`src/rtl/tmr_pkg.sv`:
```
// Shared constants and helpers for the countdown timer.
// Assumes a 3-bit register address space and an 8-bit vector.
package tmr_pkg;
    localparam int RA_CFG   = 0;
    localparam int RA_ENTRY = 1;
    localparam int RA_INIT  = 2;
    localparam int RA_CUR   = 3;
    localparam int RA_DIV   = 4;

    localparam int ENTRY_MASK_BIT = 16;
    localparam int ENTRY_PER_BIT  = 17;

    // Map the compacted divide code to a power-of-two shift.
    function automatic logic [2:0] div_shift(input logic [2:0] code);
        return (code == 3'd7) ? 3'd0 : code + 3'd1;
    endfunction
endpackage

```
`src/rtl/tmr_prescaler.sv`:
```
// Prescaler: pulses tick once every 2**shift clocks.
// Assumes restart realigns the phase so that the first tick comes 2**shift clocks later.
module tmr_prescaler #(
    parameter int PRE_W = 7
) (
    input  logic       clk,
    input  logic       rst_n,
    input  logic       restart,
    input  logic [2:0] shift,
    output logic       tick
);
    logic [PRE_W-1:0] pre_cnt;
    logic [PRE_W-1:0] limit;

    // Build the terminal value 2**shift - 1 as a mask of low ones.
    always_comb begin
        limit = '0;
        for (int i = 0; i < PRE_W; i++)
            if (i < int'(shift)) limit[i] = 1'b1;
    end

    // A greater-or-equal test keeps the phase safe when the ratio shrinks mid-count.
    assign tick = (pre_cnt >= limit);

    // Advance the phase counter, and clear it on restart or on a tick.
    always_ff @(posedge clk) begin
        if (!rst_n)                pre_cnt <= '0;
        else if (restart || tick)  pre_cnt <= '0;
        else                       pre_cnt <= pre_cnt + 1'b1;
    end
endmodule

```
`src/rtl/tmr_counter.sv`:
```
// Down-counter with one-shot and periodic expiry and a registered request strobe.
// Assumes load is a one-cycle write of the start value, with load_val the new value.
module tmr_counter #(
    parameter int CNT_W = 32,
    parameter int VEC_W = 8
) (
    input  logic             clk,
    input  logic             rst_n,
    input  logic             load,
    input  logic [CNT_W-1:0] load_val,
    input  logic [CNT_W-1:0] init_q,
    input  logic             tick,
    input  logic             periodic,
    input  logic             masked,
    input  logic [VEC_W-1:0] vector,
    output logic [CNT_W-1:0] count,
    output logic             irq_valid,
    output logic [VEC_W-1:0] irq_vector
);
    localparam logic [CNT_W-1:0] ONE = CNT_W'(1);

    logic running;
    logic expire;

    assign running = (init_q != '0);
    assign expire  = running && tick && !load && (count == ONE);

    // Hold, load, decrement or reload the current count.
    always_ff @(posedge clk) begin
        if (!rst_n)
            count <= '0;
        else if (load) begin
            if (load_val != '0) count <= load_val;
        end else if (expire)
            count <= periodic ? init_q : '0;
        else if (running && tick && count != '0)
            count <= count - ONE;
    end

    // Register the expiry request together with its vector.
    always_ff @(posedge clk) begin
        if (!rst_n) begin
            irq_valid  <= 1'b0;
            irq_vector <= '0;
        end else begin
            irq_valid <= expire && !masked;
            if (expire) irq_vector <= vector;
        end
    end

    AST_ONESHOT_HOLD: assert property (@(posedge clk) disable iff (!rst_n)
        (!periodic && count == '0 && !load) |=> (count == '0));
    AST_ZERO_INIT_HOLD: assert property (@(posedge clk) disable iff (!rst_n)
        (init_q == '0 && !load) |=> $stable(count));
    AST_MASKED_SILENT: assert property (@(posedge clk) disable iff (!rst_n)
        irq_valid |-> !$past(masked));
endmodule

```
`src/rtl/tmr_regs.sv`:
```
// Register bank: config enable, timer entry, start value, divide, and the read mux.
// Assumes single-cycle writes; the current count comes from the counter and is read-only.
module tmr_regs
    import tmr_pkg::*;
#(
    parameter int ADDR_W = 3,
    parameter int DATA_W = 32,
    parameter int VEC_W  = 8
) (
    input  logic              clk,
    input  logic              rst_n,
    input  logic              reg_wr,
    input  logic [ADDR_W-1:0] reg_addr,
    input  logic [DATA_W-1:0] reg_wdata,
    input  logic [DATA_W-1:0] count,
    output logic [DATA_W-1:0] reg_rdata,
    output logic              load,
    output logic [DATA_W-1:0] init_q,
    output logic [2:0]        shift,
    output logic              periodic,
    output logic              masked,
    output logic [VEC_W-1:0]  vector
);
    logic       sw_en;
    logic [2:0] div_code;
    logic       wr_cfg, wr_entry, wr_div;

    assign wr_cfg   = reg_wr && (reg_addr == ADDR_W'(RA_CFG));
    assign wr_entry = reg_wr && (reg_addr == ADDR_W'(RA_ENTRY));
    assign wr_div   = reg_wr && (reg_addr == ADDR_W'(RA_DIV));
    assign load     = reg_wr && (reg_addr == ADDR_W'(RA_INIT));
    assign shift    = div_shift(div_code);

    // Store the control registers; an entry written while disabled comes out masked.
    always_ff @(posedge clk) begin
        if (!rst_n) begin
            sw_en    <= 1'b0;
            masked   <= 1'b1;
            periodic <= 1'b0;
            vector   <= '0;
            init_q   <= '0;
            div_code <= '0;
        end else begin
            if (wr_cfg) sw_en <= reg_wdata[0];
            if (wr_entry) begin
                vector   <= reg_wdata[VEC_W-1:0];
                masked   <= reg_wdata[ENTRY_MASK_BIT] | ~sw_en;
                periodic <= reg_wdata[ENTRY_PER_BIT];
            end
            if (load)   init_q   <= reg_wdata;
            if (wr_div) div_code <= {reg_wdata[3], reg_wdata[1:0]};
        end
    end

    // Select the addressed register for reading.
    always_comb begin
        reg_rdata = '0;
        case (int'(reg_addr))
            RA_CFG:   reg_rdata[0] = sw_en;
            RA_ENTRY: begin
                reg_rdata[VEC_W-1:0]     = vector;
                reg_rdata[ENTRY_MASK_BIT] = masked;
                reg_rdata[ENTRY_PER_BIT]  = periodic;
            end
            RA_INIT:  reg_rdata = init_q;
            RA_CUR:   reg_rdata = count;
            RA_DIV:   reg_rdata[3:0] = {div_code[2], 1'b0, div_code[1:0]};
            default:  reg_rdata = '0;
        endcase
    end

    AST_FORCED_MASK: assert property (@(posedge clk) disable iff (!rst_n)
        (wr_entry && !sw_en) |=> masked);
endmodule

```
`src/rtl/tmr_countdown.sv`:
```
// Top of the interrupt countdown timer: registers, prescaler and counter.
// Assumes one clock domain and synchronous active-low reset.
module tmr_countdown #(
    parameter int ADDR_W = 3,
    parameter int CNT_W  = 32,
    parameter int VEC_W  = 8
) (
    input  logic              clk,
    input  logic              rst_n,
    input  logic              reg_wr,
    input  logic [ADDR_W-1:0] reg_addr,
    input  logic [CNT_W-1:0]  reg_wdata,
    output logic [CNT_W-1:0]  reg_rdata,
    output logic              irq_valid,
    output logic [VEC_W-1:0]  irq_vector
);
    localparam int PRE_W = 7;

    logic             load, tick, periodic, masked;
    logic [2:0]       shift;
    logic [CNT_W-1:0] init_q, count;
    logic [VEC_W-1:0] vector;

    tmr_regs #(.ADDR_W(ADDR_W), .DATA_W(CNT_W), .VEC_W(VEC_W)) u_regs (
        .clk(clk), .rst_n(rst_n), .reg_wr(reg_wr), .reg_addr(reg_addr),
        .reg_wdata(reg_wdata), .count(count), .reg_rdata(reg_rdata),
        .load(load), .init_q(init_q), .shift(shift), .periodic(periodic),
        .masked(masked), .vector(vector)
    );

    tmr_prescaler #(.PRE_W(PRE_W)) u_pre (
        .clk(clk), .rst_n(rst_n), .restart(load), .shift(shift), .tick(tick)
    );

    tmr_counter #(.CNT_W(CNT_W), .VEC_W(VEC_W)) u_cnt (
        .clk(clk), .rst_n(rst_n), .load(load), .load_val(reg_wdata),
        .init_q(init_q), .tick(tick), .periodic(periodic), .masked(masked),
        .vector(vector), .count(count), .irq_valid(irq_valid),
        .irq_vector(irq_vector)
    );
endmodule

```
`config.mk`:
```
export PLATFORM = sky130hd
export DESIGN_NAME = tmr_countdown
export DESIGN_NICKNAME = d
export VERILOG_FILES = /design/src/rtl/tmr_pkg.sv /design/src/rtl/tmr_prescaler.sv /design/src/rtl/tmr_counter.sv /design/src/rtl/tmr_regs.sv /design/src/rtl/tmr_countdown.sv
export SDC_FILE = /design/constraint.sdc
export NUM_CORES = 1
export LEC_CHECK = 0
export ABC_CLOCK_PERIOD_IN_PS = 4100
export BUFFER_PORTS_ARGS = -buffer_cell sky130_fd_sc_hd__buf_2
export CORE_MARGIN = 2
export CORE_UTILIZATION = 50
export DETAILED_ROUTE_END_ITERATION = 12
export GPL_ROUTABILITY_DRIVEN = 0
export HOLD_SLACK_MARGIN = 0.08
export PLACE_DENSITY = 0.71
export SYNTH_ARGS = -nofsm -noshare
export SYNTH_HDL_FRONTEND = slang
export SYNTH_SLANG_ARGS = --single-unit
```
`constraint.sdc`:
```
create_clock -name clk -period 4.1 [get_ports clk]
set_input_delay 0.41 -clock clk [delete_from_list [all_inputs] [get_ports clk]]
set_output_delay 0.41 -clock clk [all_outputs]
set_load 0.01 [all_outputs]
```
---- Yosys cells after proc, flatten, opt, wreduce, memory -nomap -nowiden ----
Cells that the tools add are included.
operators by class
  order comparisons ....................... 8
  eq/ne operators ......................... 7
  reduce and logical (&&, ||, !) cells .... 19
  add/sub/neg operators ................... 3
  bitwise logic cells ..................... 3
  mux-type cells .......................... 19
operator list
  kind                                                                         count
  32-bit two-way mux                                                           5
  32-bit nonzero test                                                          3
  32-bit by 1-bit == test with 1-bit output, second input constant             1
  32-bit by 1-bit subtractor with 32-bit output, second input constant         1
  14-bit one-hot mux with 2 select lines                                       1
  8-bit one-hot mux with 2 select lines                                        1
  3-bit one-hot mux with 4 select lines                                        1
  4-bit one-hot mux with 3 select lines                                        1
  1-bit logical AND                                                            9
  3-bit less-than comparator, first input constant                             3
  7-bit by 1-bit adder with 7-bit output, second input constant                1
  7-bit greater-or-equal comparator                                            1
  1-bit two-way mux                                                            7
  3-bit by 2-bit == test with 1-bit output, second input constant              2
  3-bit == test, second input constant                                         2
  1-bit by 3-bit less-than comparator with 1-bit output, first input constant  2
  2-bit by 3-bit less-than comparator with 1-bit output, first input constant  2
  2-bit one-hot mux with 3 select lines                                        1
  1-bit one-hot mux with 5 select lines                                        1
  3-bit by 1-bit adder with 3-bit output, second input constant                1
  3-bit by 1-bit == test with 1-bit output, second input constant              1
  3-bit logical NOT                                                            1
  3-bit two-way mux                                                            1
  3-bit nonzero test                                                           1
  7 further kinds                                                              9
storage, ports and cells
  output and inout bits ................... 41
  word-level logic and storage cells ...... 69
  bits in registers ....................... 94
  bits of input ports ..................... 38

---- Logic depth before layout (Yosys ltp) ----
  word-level depth ........................ 10
  gate-level depth with buffers ........... 14
  gate-level depth less buffers ........... 12

---- Hierarchy ----
Synthesis repeated with hierarchy kept, for this count alone.
unflattened totals
  cells, all modules ...................... 708
  area, all modules ....................... 5,770.5 um^2
by module, submodules not included
  module         area an instance (um^2)  sequential area each (um^2)  cells each  instances
  tmr_counter    2,946.6                  820.8                        375         1
  tmr_regs       2,376.0                  920.9                        281         1
  tmr_prescaler  447.9                    140.1                        52          1

---- Least setup slack after synthesis ----
No wires, ideal clock.
  path type ............................... reg2reg
  start ................................... reg u_regs.div_code[0]
  end ..................................... reg u_cnt.count[24]
  stages on the path, launching flop included .. 14
  period minus slack after synthesis ...... 3,170 ps
  slack ................................... 930 ps
  required time ........................... 3,983 ps
  setup time .............................. 117 ps
  path buffers ............................ 2
  arrival time ............................ 3,053 ps
  path through ............................ dfxtp_1 ha_1 ha_1 nor2b_1 nand3_1 ha_1 and2_0 a221o_1 a41oi_1 clkbuf_1 o31ai_1 and2_1 clkbuf_1 a32o_1
between the ends
  word-level cells in the longest chain between the ends .. 10
  elaborated cells on any way between the ends .. 26
  those cells by class .................... 1 x add/sub; 8 x order compare; 1 x eq/ne; 10 x mux; 6 x reduce/logical
RTL lines
  what                                                                                 RTL line                              text
  start, declared                                                                      tmr_regs.sv:25                        logic [2:0] div_code;
  start signal, assigned                                                               tmr_regs.sv:51                        if (wr_div) div_code <= {reg_wdata[3], reg_wdata[1:0]};
  3-bit by 1-bit adder with 3-bit output or 3-bit == test (tied branches)              tmr_pkg.sv:15                         return (code == 3'd7) ? 3'd0 : code + 3'd1;
  3-bit two-way mux *                                                                  tmr_pkg.sv:15
  1-bit by 3-bit less-than comparator with 1-bit output, or another cell as far along  tmr_prescaler.sv:19                   if (i < int'(shift)) limit[i] = 1'b1;
  1-bit two-way mux                                                                    tmr_prescaler.sv:19
  7-bit greater-or-equal comparator *                                                  tmr_prescaler.sv:23                   assign tick = (pre_cnt >= limit);
  1-bit logical AND *                                                                  tmr_counter.sv:26, tmr_counter.sv:36
  1-bit logical AND (2 in a row)                                                       tmr_counter.sv:26                     assign expire = running && tick && !load && (count == ONE);
  3-bit nonzero test (no line) or 32-bit two-way mux (tied branches)                   -
  2-bit AND reduction (no line) or 32-bit two-way mux (tied branches)                  -
  end signal, assigned                                                                 tmr_counter.sv:33                     if (load_val != '0) count <= load_val;
  end signal, assigned                                                                 tmr_counter.sv:35                     count <= periodic ? init_q : '0;
  end signal, assigned                                                                 tmr_counter.sv:37                     count <= count - ONE;
  end, declared                                                                        tmr_counter.sv:16                     output logic [CNT_W-1:0] count,
Every way passes the cells marked *; elsewhere a longest branch is shown, timed or not.
A chain may end at the register's enable or synchronous reset.

---- Worst setup path in the final report ----
Ends and elaborated chain as after synthesis.

==> impl_metrics.toml <==
[routing]
drtIter0Drc = 432
wirelength_mm = 16.9
wl_per_cell_um = 18.9
viasPerCell = 6.52
drc = 0
first_pass_iters = 5
dr_total_vias = 5823
ant_nets = 0

[final_layout]
n_fill_cell = 1014
final_layout_size_suffix_gt1_frac = 0.174
seqCellArea_um2 = 1880
syn_to_final_growth_pct = 12.9
diodes = 0
final_cell_mix = "dfxtp_1 (94), nand2_1 (89), buf_2 (78)"
final_common_cell = "dfxtp_1"
multiInputGateArea_um2 = 3510
layout.nets = 798

[placement]
place.detailed.hpwl_mm = 11.5
dp_slack_ns = 0.549
portBuffers = 78

[sta]
worstMarginPinSlew_ns = 1.01
fin_tns_setup_ns = 0
finalCritPeriodShare = 0.867
hold_violations = 0
max-slew-margin-rel = 0.326
slew_violations = 0
period_needed_ns = 3.56
fmax_ghz = 0.281
rsz0062_at_grt = "no"
finalWorstSetupSlack_ns = 0.544
skew_ns = 0.00634
finalSetupViolCount = 0

[synthesis]
synth.largest_area_cell = "dfxtp_1"
synth_ff_type = "dfxtp_1"
avgSynthCellArea_um2 = 8.01
syn_nets = 757
ys_seq_elements = 94
ys_seq_area_frac = 0.332
yosysTopAreaCellShare = 0.332
synth_warnings = 0
synthCells = 707
async_flop_share = 0
synth_enable_flop_cells = 0
netlist_area_um2 = 5660
ys_types = 56
netlist_top_cells_area = "dfxtp_1 (33%), a21oi_1 (6.7%), nand2_1 (5.9%)"

[global_route]
antenna_found_initial = 0
grt_pass1_vias = 5597
grt_usage = 0.277
grt_max_degree = 57
grt_pass1_wl_mm = 28.3
gr-total-overflow = 0

[worst_setup_path]
rrSetupSlack_ns = 0.54
cp.required_ns = 4.39
rr_endpoint = "u_cnt.count[24]"
critical_path.cell_chain = "ha_1 > ha_1 > nor2b_1 > nand3_1 > ha_1 > and2_0 > a221o_1 > a41oi_1 > o31ai_2 > a21oi_1 > a32o_1"
cp_slowest_cell = "a21oi_1"
cp_common_cell = "ha_1"
critPathKind = "reg2reg"
critPathArrivalTime_ns = 3.85
critPathLaunchType = "flop"
end_kind = "flop"
worstReg2RegStart = "u_regs.div_code[0]"
path_max_fanout = 12
slowest_delay_ns = 0.82
reg2reg_depth = 11

[cts]
path_clk_slew_ns = 0.07
post_cts_buffers = 0
clkSinkCount = 94
clock_latency_ns = 0.36
ctsResizeCount = 0
postCtsHoldBufs = 0
cts_tree = "done"
htree_levels = 3
clockRootBuffer = "clkbuf_16"
cts_inserted_buffers = 9
clockBufferDepth = 2

[floorplanning]
die_height_um = 110
placeableCoreArea_um2 = 10900
die_w_um = 110
start_util = 0.518
std_cell_rows = 38
ioPinCount = 79
die-area_um2 = 12200

[run_status]
outcome = "complete, no violations"

[power]
p_leak_nw = 2.33
design_power_total_mw = 4.03
max-vdd-ir-drop_v = 0.000330
power.density_nw_per_um2 = 631

[worst_hold_path]
hold-path-endpoint = "u_regs.init_q[23]"
min_path_cells = 3
min_from = "reg_wdata[23]"
hp-class = "in2reg"

[flow_run]
maxCapViolations = 0
==> metal layers <==
| metal | routed length, um | vias to the layer above | global-route usage |
|---|---|---|---|
| li1 | - | 2748 | - |
| met3 | 1300 | 43 | 0.0483 |
| met4 | 472 | 0 | 0.124 |
| met1 | 7210 | 2762 | 0.361 |
| met5 | 0 | - | 0 |
| met2 | 7900 | 270 | 0.448 |
==> logic make-up (layout without fill, tap and decap cells) <==
group | Yosys count | count (layout) | share of synthesized area
simple gates | 276 | 276 | 0.260
compound gates | 204 | 204 | 0.253
flops | 94 | 94 | 0.332
buf+inv | 74 | 120 | 0.0515
xor+xnor | 26 | 26 | 0.0402
mux | 21 | 21 | 0.0371
fa+ha+maj | 12 | 12 | 0.0265
==> power breakdown <==
group	switching, mW	internal (mW)
Sequential	0.222	1.05
Clock	0.388	0.412
Combinational	1.14	0.828
Total	1.75	2.28
==> Yosys cell counts, types with 13 or more instances <==
cell	instances
a21oi_1	76
a22o_1	22
a311oi_1	14
and4_1	16
clkbuf_1	51
dfxtp_1	94
mux2i_1	21
nand2_1	89
nand2b_1	14
nand3_1	13
nor2_1	47
nor4_1	30
o21ai_1	19
xnor2_1	24
==> worst max path at each step <==
stage	from	endpoint	slack, ns	cells after the start
6_report	u_regs.div_code[0]	u_cnt.count[24]	0.54	11
5_1_grt	u_regs.div_code[0]	u_cnt.count[24]	0.27	11
2_1_floorplan	u_regs.div_code[0]	u_cnt.count[24]	0.93	13
4_1_cts	u_regs.div_code[0]	u_cnt.count[24]	0.54	11
3_5_place_dp	u_regs.div_code[0]	u_cnt.count[21]	0.55	11
3_3_place_gp	u_regs.div_code[0]	u_cnt.count[24]	0.75	11
==> per-stage QoR <==
stage                     cell area (um2)  cells  hold slack [ns]  utilization
final                                6390    893            0.311        0.585
after global placement               6120    877            0.447        0.559
after CTS                            6390    893            0.309        0.585
after global routing                 6390    893            0.323        0.585
after floorplan                      5660    707            0.421            -
after detailed placement             6120    877            0.458        0.559
==> critical path, delay by kind of cell (launching register included) <==
kind | cells | cell delay (ns)
AO/OA/AOI/OAI | 5 | 1.90
adder cells (fa/ha/maj) | 3 | 0.70
flip-flops | 1 | 0.34
AND/OR/NAND/NOR | 3 | 0.56
==> final cells by class <==
type,instances,share of cell area
inverters,10,0.00587
well taps,140,0.0274
multi-input cells,539,0.549
clock buffers,9,0.0352
flip-flops and latches,94,0.294
repair buffers,94,0.0799
clock inverters,7,0.00783
==> flip-flops by register name, indices dropped and copies added, names as in the netlist <==
signal and cells:
u_cnt.count 32, u_cnt.irq_valid 1, u_cnt.irq_vector 8, u_pre.pre_cnt 7
u_regs.div_code 3, u_regs.init_q 32, u_regs.masked 1, u_regs.periodic 1
u_regs.sw_en 1, u_regs.vector 8
Power figures use the tool's default switching activity.
